==> src/rtl/eep_pkg.sv <==
package eep_pkg;

    typedef enum logic [2:0] {
        S_IDLE,
        S_WAIT_SB,
        S_OPC,
        S_ADDR,
        S_DATA,
        S_READ,
        S_STATUS,
        S_DONE
    } eep_state_t;

    typedef enum logic [2:0] {
        CMD_READ,
        CMD_WRITE,
        CMD_ERASE,
        CMD_EWEN,
        CMD_EWDS,
        CMD_ERAL,
        CMD_WRAL
    } eep_cmd_t;

    localparam logic [1:0] OPC_EXT   = 2'b00;
    localparam logic [1:0] OPC_WRITE = 2'b01;
    localparam logic [1:0] OPC_READ  = 2'b10;
    localparam logic [1:0] OPC_ERASE = 2'b11;

    localparam logic [1:0] SUB_DIS  = 2'b00;
    localparam logic [1:0] SUB_WALL = 2'b01;
    localparam logic [1:0] SUB_EALL = 2'b10;
    localparam logic [1:0] SUB_EN   = 2'b11;

    // opcode plus the two top address bits select the command
    function automatic eep_cmd_t decode_cmd(input logic [1:0] opc, input logic [1:0] sub);
        eep_cmd_t c;
        unique case (opc)
            OPC_READ:  c = CMD_READ;
            OPC_WRITE: c = CMD_WRITE;
            OPC_ERASE: c = CMD_ERASE;
            default: begin
                unique case (sub)
                    SUB_EN:   c = CMD_EWEN;
                    SUB_DIS:  c = CMD_EWDS;
                    SUB_EALL: c = CMD_ERAL;
                    default:  c = CMD_WRAL;
                endcase
            end
        endcase
        return c;
    endfunction

endpackage

==> src/rtl/eep_sync.sv <==
module eep_sync #(
    parameter int N      = 3,
    parameter int STAGES = 2
) (
    input  logic         clk,
    input  logic         rst_n,
    input  logic [N-1:0] async_in,
    output logic [N-1:0] lvl
);
    logic [N-1:0] chain [STAGES];

    genvar g;
    generate
        for (g = 0; g < STAGES; g++) begin : g_stage
            if (g == 0) begin : g_first
                always_ff @(posedge clk or negedge rst_n) begin
                    if (!rst_n) chain[0] <= '0;
                    else        chain[0] <= async_in;
                end
            end else begin : g_next
                always_ff @(posedge clk or negedge rst_n) begin
                    if (!rst_n) chain[g] <= '0;
                    else        chain[g] <= chain[g-1];
                end
            end
        end
    endgenerate

    assign lvl = chain[STAGES-1];
endmodule

==> src/rtl/eep_prog_timer.sv <==
module eep_prog_timer #(
    parameter int CYCLES = 300
) (
    input  logic clk,
    input  logic rst_n,
    input  logic start,
    output logic busy,
    output logic done
);
    localparam int CW = $clog2(CYCLES + 1);

    logic [CW-1:0] cnt;

    always_ff @(posedge clk or negedge rst_n) begin
        if (!rst_n) begin
            cnt  <= '0;
            busy <= 1'b0;
        end else if (start) begin
            cnt  <= CW'(CYCLES);
            busy <= 1'b1;
        end else if (busy) begin
            cnt <= cnt - 1'b1;
            if (cnt == CW'(1)) busy <= 1'b0;
        end
    end

    // commit pulse coincides with the last busy clock
    assign done = busy && (cnt == CW'(1));
endmodule

==> src/rtl/eep_word_array.sv <==
module eep_word_array #(
    parameter int WORDS = 64,
    parameter int WIDTH = 16,
    parameter int AW    = 6
) (
    input  logic             clk,
    input  logic             rst_n,
    input  logic             commit,
    input  logic             commit_all,
    input  logic [AW-1:0]    commit_addr,
    input  logic [WIDTH-1:0] commit_data,
    input  logic [AW-1:0]    rd_addr,
    output logic [WIDTH-1:0] rd_data
);
    logic [WIDTH-1:0] mem [WORDS];
    logic [WORDS-1:0] wsel;

    genvar w;
    generate
        for (w = 0; w < WORDS; w++) begin : g_sel
            assign wsel[w] = commit && (commit_all || (commit_addr == AW'(w)));
        end
    endgenerate

    always_ff @(posedge clk or negedge rst_n) begin
        if (!rst_n) begin
            for (int i = 0; i < WORDS; i++) mem[i] <= '1;
        end else begin
            for (int i = 0; i < WORDS; i++)
                if (wsel[i]) mem[i] <= commit_data;
        end
    end

    assign rd_data = mem[rd_addr];
endmodule

==> src/rtl/ser_eeprom_engine.sv <==
module ser_eeprom_engine
    import eep_pkg::*;
#(
    parameter int WORDS       = 64,
    parameter int WIDTH       = 16,
    parameter int PROG_CYCLES = 300,
    parameter int SYNC_STAGES = 2
) (
    input  logic clk,
    input  logic rst_n,
    input  logic cs_in,
    input  logic sclk_in,
    input  logic din_in,
    output logic dout,
    output logic dout_oe
);
    localparam int AW    = $clog2(WORDS);
    localparam int BW    = $clog2(WIDTH + 1);
    localparam int OPC_W = 2;

    // ---------------- input conditioning ----------------
    logic [2:0] sync_lvl;
    logic       cs_lvl, sk_lvl, di_lvl, sk_prev, sk_rise;

    eep_sync #(.N(3), .STAGES(SYNC_STAGES)) u_sync (
        .clk      (clk),
        .rst_n    (rst_n),
        .async_in ({cs_in, sclk_in, din_in}),
        .lvl      (sync_lvl)
    );

    assign cs_lvl  = sync_lvl[2];
    assign sk_lvl  = sync_lvl[1];
    assign di_lvl  = sync_lvl[0];
    assign sk_rise = sk_lvl && !sk_prev;

    // ---------------- state and datapath registers ----------------
    eep_state_t       state, nxt;
    logic [BW-1:0]    bit_cnt;
    logic [1:0]       opc_q;
    logic [AW-1:0]    addr_q;
    logic [WIDTH-1:0] data_q;
    logic [WIDTH:0]   out_sr;
    eep_cmd_t         cmd_q;
    logic             en_q;
    logic             pend_all;
    logic [AW-1:0]    pend_addr;
    logic [WIDTH-1:0] pend_data;

    // ---------------- shift-in views ----------------
    logic [AW-1:0]    addr_nx;
    logic [WIDTH-1:0] data_nx;
    eep_cmd_t         cmd_nx;
    logic             last_opc, last_addr, last_data, read_end;

    assign addr_nx   = {addr_q[AW-2:0], di_lvl};
    assign data_nx   = {data_q[WIDTH-2:0], di_lvl};
    assign cmd_nx    = decode_cmd(opc_q, addr_nx[AW-1:AW-2]);
    assign last_opc  = (bit_cnt == BW'(OPC_W - 1));
    assign last_addr = (bit_cnt == BW'(AW - 1));
    assign last_data = (bit_cnt == BW'(WIDTH - 1));
    assign read_end  = (bit_cnt == BW'(WIDTH));

    // ---------------- programming launch ----------------
    logic             erase_go, write_go, prog_start;
    logic             start_all;
    logic [AW-1:0]    start_addr;
    logic [WIDTH-1:0] start_data;
    logic             busy, prog_done;
    logic [WIDTH-1:0] rd_data;

    assign erase_go   = (state == S_ADDR) && last_addr &&
                        ((cmd_nx == CMD_ERASE) || (cmd_nx == CMD_ERAL));
    assign write_go   = (state == S_DATA) && last_data;
    assign prog_start = cs_lvl && sk_rise && en_q && (erase_go || write_go);
    assign start_all  = erase_go ? (cmd_nx == CMD_ERAL) : (cmd_q == CMD_WRAL);
    assign start_addr = erase_go ? addr_nx : addr_q;
    assign start_data = erase_go ? {WIDTH{1'b1}} : data_nx;

    eep_prog_timer #(.CYCLES(PROG_CYCLES)) u_timer (
        .clk   (clk),
        .rst_n (rst_n),
        .start (prog_start),
        .busy  (busy),
        .done  (prog_done)
    );

    eep_word_array #(.WORDS(WORDS), .WIDTH(WIDTH), .AW(AW)) u_array (
        .clk         (clk),
        .rst_n       (rst_n),
        .commit      (prog_done),
        .commit_all  (pend_all),
        .commit_addr (pend_addr),
        .commit_data (pend_data),
        .rd_addr     (addr_nx),
        .rd_data     (rd_data)
    );

    // ---------------- next-state logic ----------------
    always_comb begin
        nxt = state;
        if (!cs_lvl) begin
            nxt = S_IDLE;
        end else begin
            unique case (state)
                S_IDLE:    nxt = busy ? S_STATUS : S_WAIT_SB;
                S_WAIT_SB: if (sk_rise && di_lvl) nxt = S_OPC;
                S_OPC:     if (sk_rise && last_opc) nxt = S_ADDR;
                S_ADDR: begin
                    if (sk_rise && last_addr) begin
                        unique case (cmd_nx)
                            CMD_READ:            nxt = S_READ;
                            CMD_WRITE, CMD_WRAL: nxt = S_DATA;
                            default:             nxt = S_DONE;
                        endcase
                    end
                end
                S_DATA:    if (sk_rise && last_data) nxt = S_DONE;
                S_READ:    if (sk_rise && read_end) nxt = S_DONE;
                S_STATUS:  nxt = S_STATUS;
                S_DONE:    nxt = S_DONE;
                default:   nxt = S_IDLE;
            endcase
        end
    end

    // ---------------- state register ----------------
    always_ff @(posedge clk or negedge rst_n) begin
        if (!rst_n) state <= S_IDLE;
        else        state <= nxt;
    end

    // ---------------- datapath registers ----------------
    always_ff @(posedge clk or negedge rst_n) begin
        if (!rst_n) begin
            sk_prev   <= 1'b0;
            bit_cnt   <= '0;
            opc_q     <= '0;
            addr_q    <= '0;
            data_q    <= '0;
            out_sr    <= '0;
            cmd_q     <= CMD_READ;
            en_q      <= 1'b0;
            pend_all  <= 1'b0;
            pend_addr <= '0;
            pend_data <= '0;
        end else begin
            sk_prev <= sk_lvl;
            if (prog_start) begin
                pend_all  <= start_all;
                pend_addr <= start_addr;
                pend_data <= start_data;
            end
            if (cs_lvl && sk_rise) begin
                unique case (state)
                    S_WAIT_SB: bit_cnt <= '0;
                    S_OPC: begin
                        opc_q   <= {opc_q[0], di_lvl};
                        bit_cnt <= last_opc ? '0 : bit_cnt + 1'b1;
                    end
                    S_ADDR: begin
                        addr_q <= addr_nx;
                        if (last_addr) begin
                            bit_cnt <= '0;
                            cmd_q   <= cmd_nx;
                            out_sr  <= {1'b0, rd_data};
                            if (cmd_nx == CMD_EWEN) en_q <= 1'b1;
                            if (cmd_nx == CMD_EWDS) en_q <= 1'b0;
                        end else begin
                            bit_cnt <= bit_cnt + 1'b1;
                        end
                    end
                    S_DATA: begin
                        data_q  <= data_nx;
                        bit_cnt <= last_data ? '0 : bit_cnt + 1'b1;
                    end
                    S_READ: begin
                        out_sr  <= {out_sr[WIDTH-1:0], 1'b0};
                        bit_cnt <= bit_cnt + 1'b1;
                    end
                    default: ;
                endcase
            end
        end
    end

    // ---------------- outputs ----------------
    logic in_read, in_status;

    always_comb begin
        in_read   = (state == S_READ);
        in_status = (state == S_STATUS);
        dout_oe   = in_read || in_status;
        dout      = 1'b0;
        if (in_status)    dout = !busy;
        else if (in_read) dout = out_sr[WIDTH];
    end

endmodule

==> config.mk <==
export PLATFORM = sky130hd
export DESIGN_NAME = ser_eeprom_engine
export DESIGN_NICKNAME = d
export VERILOG_FILES = /design/src/rtl/eep_pkg.sv /design/src/rtl/eep_sync.sv /design/src/rtl/eep_prog_timer.sv /design/src/rtl/eep_word_array.sv /design/src/rtl/ser_eeprom_engine.sv
export SDC_FILE = /design/constraint.sdc
export NUM_CORES = 2
export LEC_CHECK = 0
export ABC_AREA = 1
export BUFFER_PORTS_ARGS = -buffer_cell sky130_fd_sc_hd__buf_4
export CAP_MARGIN = 40
export CORE_MARGIN = 5
export CORE_UTILIZATION = 55
export CTS_CLUSTER_SIZE = 10
export DETAILED_ROUTE_END_ITERATION = 6
export PLACE_DENSITY = 0.7
export SYNTH_ARGS = -nofsm -noshare
export SYNTH_HDL_FRONTEND = slang
export SYNTH_HIERARCHICAL = 1
export SYNTH_SLANG_ARGS = --single-unit
==> constraint.sdc <==
create_clock -name clk -period 3.4 [get_ports clk]
set_clock_uncertainty 0.2 [all_clocks]
set_input_delay 0.17 -clock clk [delete_from_list [all_inputs] [get_ports clk]]
set_output_delay 0.17 -clock clk [all_outputs]
set_load 0.01 [all_outputs]
Word-level counts from Yosys, hierarchy flattened

Cells that the tools add are included.

Register bits: 1,116
Output and inout port bits: 2

Add/sub/neg operators: 2
$lt $le $gt $ge: 1
Equal/unequal tests: 93
Multiplexer cells: 32
Bitwise operators: 1
Reductions and logical operators: 163

Operators with widths:

| cell                                                                  | count |
|---|---|
| 6-bit equality test, second input constant                            | 32 |
| 16-bit binary-select mux with 6-bit select                            | 1 |
| 6-bit by 5-bit equality test with 1-bit output, second input constant | 16 |
| 1-bit logical AND                                                     | 77 |
| 1-bit logical OR                                                      | 67 |
| 6-bit by 4-bit equality test with 1-bit output, second input constant | 8 |
| 16-bit 2-to-1 mux                                                     | 3 |
| 17-bit one-hot mux with 2 select lines                                | 1 |
| 5-bit one-hot mux with 5 select lines                                 | 1 |
| 3-bit equality test, second input constant                            | 8 |
| 6-bit by 3-bit equality test with 1-bit output, second input constant | 4 |
| 3-bit one-hot mux with 8 select lines                                 | 1 |
| 3-bit 2-to-1 mux                                                      | 7 |
| 9-bit 2-to-1 mux                                                      | 2 |
| 3-bit one-hot mux with 3 select lines                                 | 2 |
| 17-bit 2-to-1 mux                                                     | 1 |
| 5-bit 2-to-1 mux                                                      | 3 |
| 3-bit inequality test, second input constant                          | 5 |
| 3-bit by 2-bit equality test with 1-bit output, second input constant | 4 |
| 6-bit by 2-bit equality test with 1-bit output, second input constant | 2 |
| 9-bit by 1-bit equality test with 1-bit output, second input constant | 1 |
| 9-bit by 1-bit subtractor with 9-bit output, second input constant    | 1 |
| 2-bit equality test, second input constant                            | 4 |
| 1-bit 2-to-1 mux                                                      | 8 |
| other kinds (24)                                                      | 33 |

Longest topological paths before layout

Depth after elaboration: 9
Depth in mapped cells: 17
Gate-level depth less buffers: 16

By module

Netlist, hierarchy kept.

By module, submodules not included:

| module            | times used | cells an instance | area an instance (sq um) | seq. area each (sq um) |
|---|---|---|---|---|
| eep_word_array    | 1          | 5,945             | 48,420.2                 | 26,905.8 |
| ser_eeprom_engine | 1          | 460               | 3,868.7                  | 1,901.8 |
| eep_prog_timer    | 1          | 70                | 563.0                    | 250.2 |
| eep_sync          | 1          | 9                 | 172.7                    | 150.1 |

Worst setup path before layout

No wires, ideal clock.

Path kind: register -> register
From: reg bit_cnt[1]
To: reg u_timer.cnt[3]
Library setup time: 0.124 ns
Data arrival time: 1.884 ns
Required time: 3.076 ns
Setup slack: 1.192 ns
Cell stages (with the launch flop): 17
Cells stage by stage: dfrtp_1 > inv_1 > ha_1 > inv_1 > nor2_2 > nand2_4 > nor2_8 > nand2_4 > nand2_4 > nand2_4 > buf_6 > clkinv_8 > inv_2 > nand2_4 > nand3_1 > a21oi_1 > o21ai_1

Word-level cells in the longest chain between the ends: 6
Elaborated cells between the ends (all ways): 9

RTL lines:

| element                                                       | line                     | text |
|---|---|---|
| from (decl)                                                   | ser_eeprom_engine.sv:39  | `logic [BW-1:0] bit_cnt;` |
| from (signal assigned)                                        | ser_eeprom_engine.sv:159 | `bit_cnt <= last_opc ? '0 : bit_cnt + 1'b1;` |
| from (signal assigned)                                        | ser_eeprom_engine.sv:170 | `bit_cnt <= bit_cnt + 1'b1;` |
| from (signal assigned)                                        | ser_eeprom_engine.sv:175 | `bit_cnt <= last_data ? '0 : bit_cnt + 1'b1;` |
| 5-bit by 3-bit equality test with 1-bit output                | ser_eeprom_engine.sv:60  | `assign last_addr = (bit_cnt == BW'(AW - 1));` |
| 1-bit logical AND (2 in series)                               | ser_eeprom_engine.sv:72  | `assign erase_go = (state == S_ADDR) && last_addr &&` |
| 1-bit logical OR (*)                                          | ser_eeprom_engine.sv:75  | `assign prog_start = cs_lvl && sk_rise && en_q && (erase_go \|\| write_go);` |
| 1-bit logical AND (*)                                         | ser_eeprom_engine.sv:75  |  |
| via prog_start                                                | ser_eeprom_engine.sv:65  | `logic erase_go, write_go, prog_start;` |
| 9-bit 2-to-1 mux / 2-bit nonzero test (equally long branches) | --                       |  |
| to (signal assigned)                                          | eep_prog_timer.sv:19     | `cnt <= CW'(CYCLES);` |
| to (signal assigned)                                          | eep_prog_timer.sv:22     | `cnt <= cnt - 1'b1;` |
| to (decl)                                                     | eep_prog_timer.sv:12     | `logic [CW-1:0] cnt;` |

Mark *: on every way through the listed nets, which the timed path passes. The rest lies on a longest branch.
A chain may end at the register's enable or synchronous reset.

Final worst setup path

From: reg u_sync.chain (netlist bit u_sync/lvl[0])
To: reg out_sr[2]

Word-level cells in the longest chain between the ends: 6

RTL lines:

| element                                                | line                     | text |
|---|---|---|
| from (decl)                                            | eep_sync.sv:10           | `logic [N-1:0] chain [STAGES];` |
| from (signal, indexed assignment)                      | eep_sync.sv:23           | `else chain[g] <= chain[g-1];` |
| 6-bit inverter with 7-bit output (implied by the code) | eep_word_array.sv:34     | `assign rd_data = mem[rd_addr];` |
| 16-bit binary-select mux with 6-bit select             | eep_word_array.sv:34     |  |
| 16-bit 2-to-1 mux (implied by the code) (2 in series)  | eep_word_array.sv:34     |  |
| via rd_data[2]                                         | ser_eeprom_engine.sv:70  | `logic [WIDTH-1:0] rd_data;` |
| 17-bit 2-to-1 mux                                      | ser_eeprom_engine.sv:163 | `if (last_addr) begin` |
| 17-bit one-hot mux with 2 select lines                 | ser_eeprom_engine.sv:155 | `unique case (state)` |
| to (signal assigned)                                   | ser_eeprom_engine.sv:166 | `out_sr <= {1'b0, rd_data};` |
| to (signal assigned)                                   | ser_eeprom_engine.sv:178 | `out_sr <= {out_sr[WIDTH-1:0], 1'b0};` |
| to (decl)                                              | ser_eeprom_engine.sv:43  | `logic [WIDTH:0] out_sr;` |

The timed path passes the listed nets, and every way through them passes these cells. The select of a mux whose other input is x is not followed.

==> flow_summary.toml <==
[placed_design]
port_buffers = 6
placed_area_sq_um = 54100
dp_hpwl_mm = 91.8
place_congestion = 0.890

[yosys]
ys_warn_count = 6
ys_seq_elements = 1116
syn_area_sq_um = 53000
syn_inst = 6484
postSynthAreaPerCell_sq_um = 8.18
synth.distinct_cells = 39
syn_nets = 6498
ys_seq_area_frac = 0.551

[power_and_ir_drop]
power_frac_comb = 0.142
p_leak_nw = 21.3
p_sw_frac = 0.281
peakVddDrop_mv = 0.426
p_seq_frac = 0.439
switchingPower_w = 0.00866
power_density_nw_per_um2 = 531
pwr-share-clk = 0.419
report.power.total_w = 0.0308
p_int_w = 0.0222

[layout]
final_common_cell = "nand2_1"
final_cell_mix = "2,544 x nand2_1, 1,024 x dfstp_2, 896 x nand3_1"
final_cell_area_sq_um = 58000
postLayoutCoreUtil = 0.609
nets = 6282
drive_above_1_share = 0.228
areaGrowthSynthToFinish_pct = 9.40
diodes = 0

[die]
fp.coreArea_sq_um = 95300
die_area_sq_um = 103000
die-width_microns = 320
start_util = 0.556
die_y_microns = 320
rows = 113
ioPinCount = 7

[sta]
setup_tns_ps = 0
worst_slew_pin_slew_ps = 941
finalHoldViolCount = 0
fmax_mhz = 325
setup_viol = 0
period_needed_ps = 3080
holdWs_ps = 147
rsz0062_at_grt = "no"
relSlewSlack = 0.372
finalCritPeriodShare = 0.906
slew_viol_final = 0

[worst_setup_path]
crit_required_ps = 3860
start_kind = "register"
crit_path_max_fanout = 71
r2r_cells = 15
cp.arrival_ps = 3540
path_class = "reg2reg"
crit_path_end_kind = "register"

[global_routing]
overflow = 0
antenna_found_initial = 0
grt_pass1_vias = 42600
grtUsageTotal = 0.301
grt_max_degree = 155
grt_pass1_wl_mm = 248

[cts]
cts_setup_buffers = 0
h-tree-depth = 4
post_cts_resized = 0
clk_latency_ps = 750
cts_made_buffers = 133
clock_path_buffers = 3
cts_tree = "yes"
cts_root_buf = "clkbuf_16"
path_clk_slew_ps = 50
cts.sinks = 1116

[routing]
ant_nets = 0
wl_per_cell_microns = 20.6
finalWirelength_mm = 156
first_pass_iters = 7
drcViolationCount = 0
via_per_inst = 5.89
num_vias = 44700
drtIter0Drc = 5205

[worst_hold_path]
min_path_type = "reg2reg"
whs_path_depth = 0

[run]
cap_violations = 0

[run_status]
status = "finished, final reports clean"
-- power by group through the flow --
stage	clock network (W)	registers, W	logic, W
2_1_floorplan	0	0.0136	0.00269
3_3_place_gp	0	0.0137	0.00421
3_5_place_dp	0	0.0137	0.00424
4_1_cts	0.0131	0.0135	0.00428
5_1_grt	0.0137	0.0135	0.00473
6_report	0.0129	0.0135	0.00436
-- state kept, by name, summed over array words and instances, names as in the netlist, 2 cells and up --
register	flops
addr_q	6
pend_data	16
state	3
data_q	15
u_sync/chain	3
bit_cnt	5
u_array/mem	1024
out_sr	17
u_sync/lvl	3
cmd_q	3
pend_addr	6
opc_q	2
u_timer/cnt	9
-- timing repair --
action | CTS | global route
hold buffers | 9 | 0
endpoints found under the setup margin | 0 | 0
hold endpoints to repair | 213 | 0
-- cell type report --
type | count | area (sq um)
well taps | 1265 | 1580
inverters | 97 | 403
repair buffers | 194 | 2230
flip-flops and latches | 1116 | 29200
multi-input cells | 4726 | 20700
clock inverters | 16 | 233
clock buffers | 172 | 3600
fillers | 8381 | 37300
-- path summary, 6_finish.rpt --
kind | slack (ps) | endpoint | from
max | 320 | out_sr[2] | u_sync/lvl[0]
min in group asynchronous | 480 | u_array/mem[204] | rst_n
min | 150 | u_sync/lvl[2] | u_sync/chain[5]
min reg2reg | 150 | u_sync/lvl[2] | u_sync/chain[5]
max in group asynchronous | 1600 | data_q[11] | rst_n
max reg2reg | 320 | out_sr[2] | u_sync/lvl[0]
-- cell usage after synthesis, drive strengths merged --
| cell | count | share of area |
|---|---|---|
| a211oi | 1 | 0.00014 |
| a21boi | 2 | 0.00028 |
| a21oi | 26 | 0.0025 |
| buf | 360 | 0.038 |
| clkbuf | 185 | 0.013 |
| clkinv | 17 | 0.0014 |
| dfrtp | 92 | 0.043 |
| dfstp | 1024 | 0.51 |
| ha | 9 | 0.0021 |
| inv | 80 | 0.0057 |
| mux2 | 12 | 0.0025 |
| nand2 | 2555 | 0.18 |
| nand3 | 899 | 0.086 |
| nand3b | 1 | 0.00014 |
| nand4 | 2 | 0.00024 |
| nor2 | 46 | 0.0046 |
| nor3 | 1 | 0.000094 |
| nor3b | 1 | 0.00014 |
| o211ai | 1 | 0.00014 |
| o21ai | 1166 | 0.11 |
| o22ai | 2 | 0.00024 |
| o31ai | 1 | 0.00014 |
| or2 | 1 | 0.00012 |
-- metal layers --
metal  share of wire  up-vias  global-route usage
li1                -    20800                   -
met1            0.43    21600               0.427
met2            0.45     1930               0.464
met3           0.086      342              0.0610
met4           0.035        0               0.110
met5               0        -                   0
-- logic make-up after synthesis --
logic type,Yosys count,synth area share
AOI/OAI and AO/OA,1199,0.114
DFF,1116,0.551
buffers and inverters,642,0.0581
and+or+nand+nor,3506,0.273
adders and majority gates,9,0.00212
muxes,12,0.00255
-- metrics by stage --
step,cells,setup WS (ps)
2_1_floorplan,6484,1190
3_3_place_gp,7385,387
3_5_place_dp,7388,397
4_1_cts,7585,396
5_1_grt,7586,208
6_report,7586,320
-- critical path, stage by stage, from the launching register on --
cell,delay (ps)
dfrtp_4,600
inv_16,290
buf_12,330
buf_12,210
nand2_1,70
nand3_1,70
nand3_1,110
nand2_1,150
nand2_1,120
nand3_1,250
nand3_1,120
nand2_1,100
nand2_1,50
o21ai_1,100
nand2_1,80
o21ai_1,100
No activity file was read; power rests on OpenSTA's default activity.
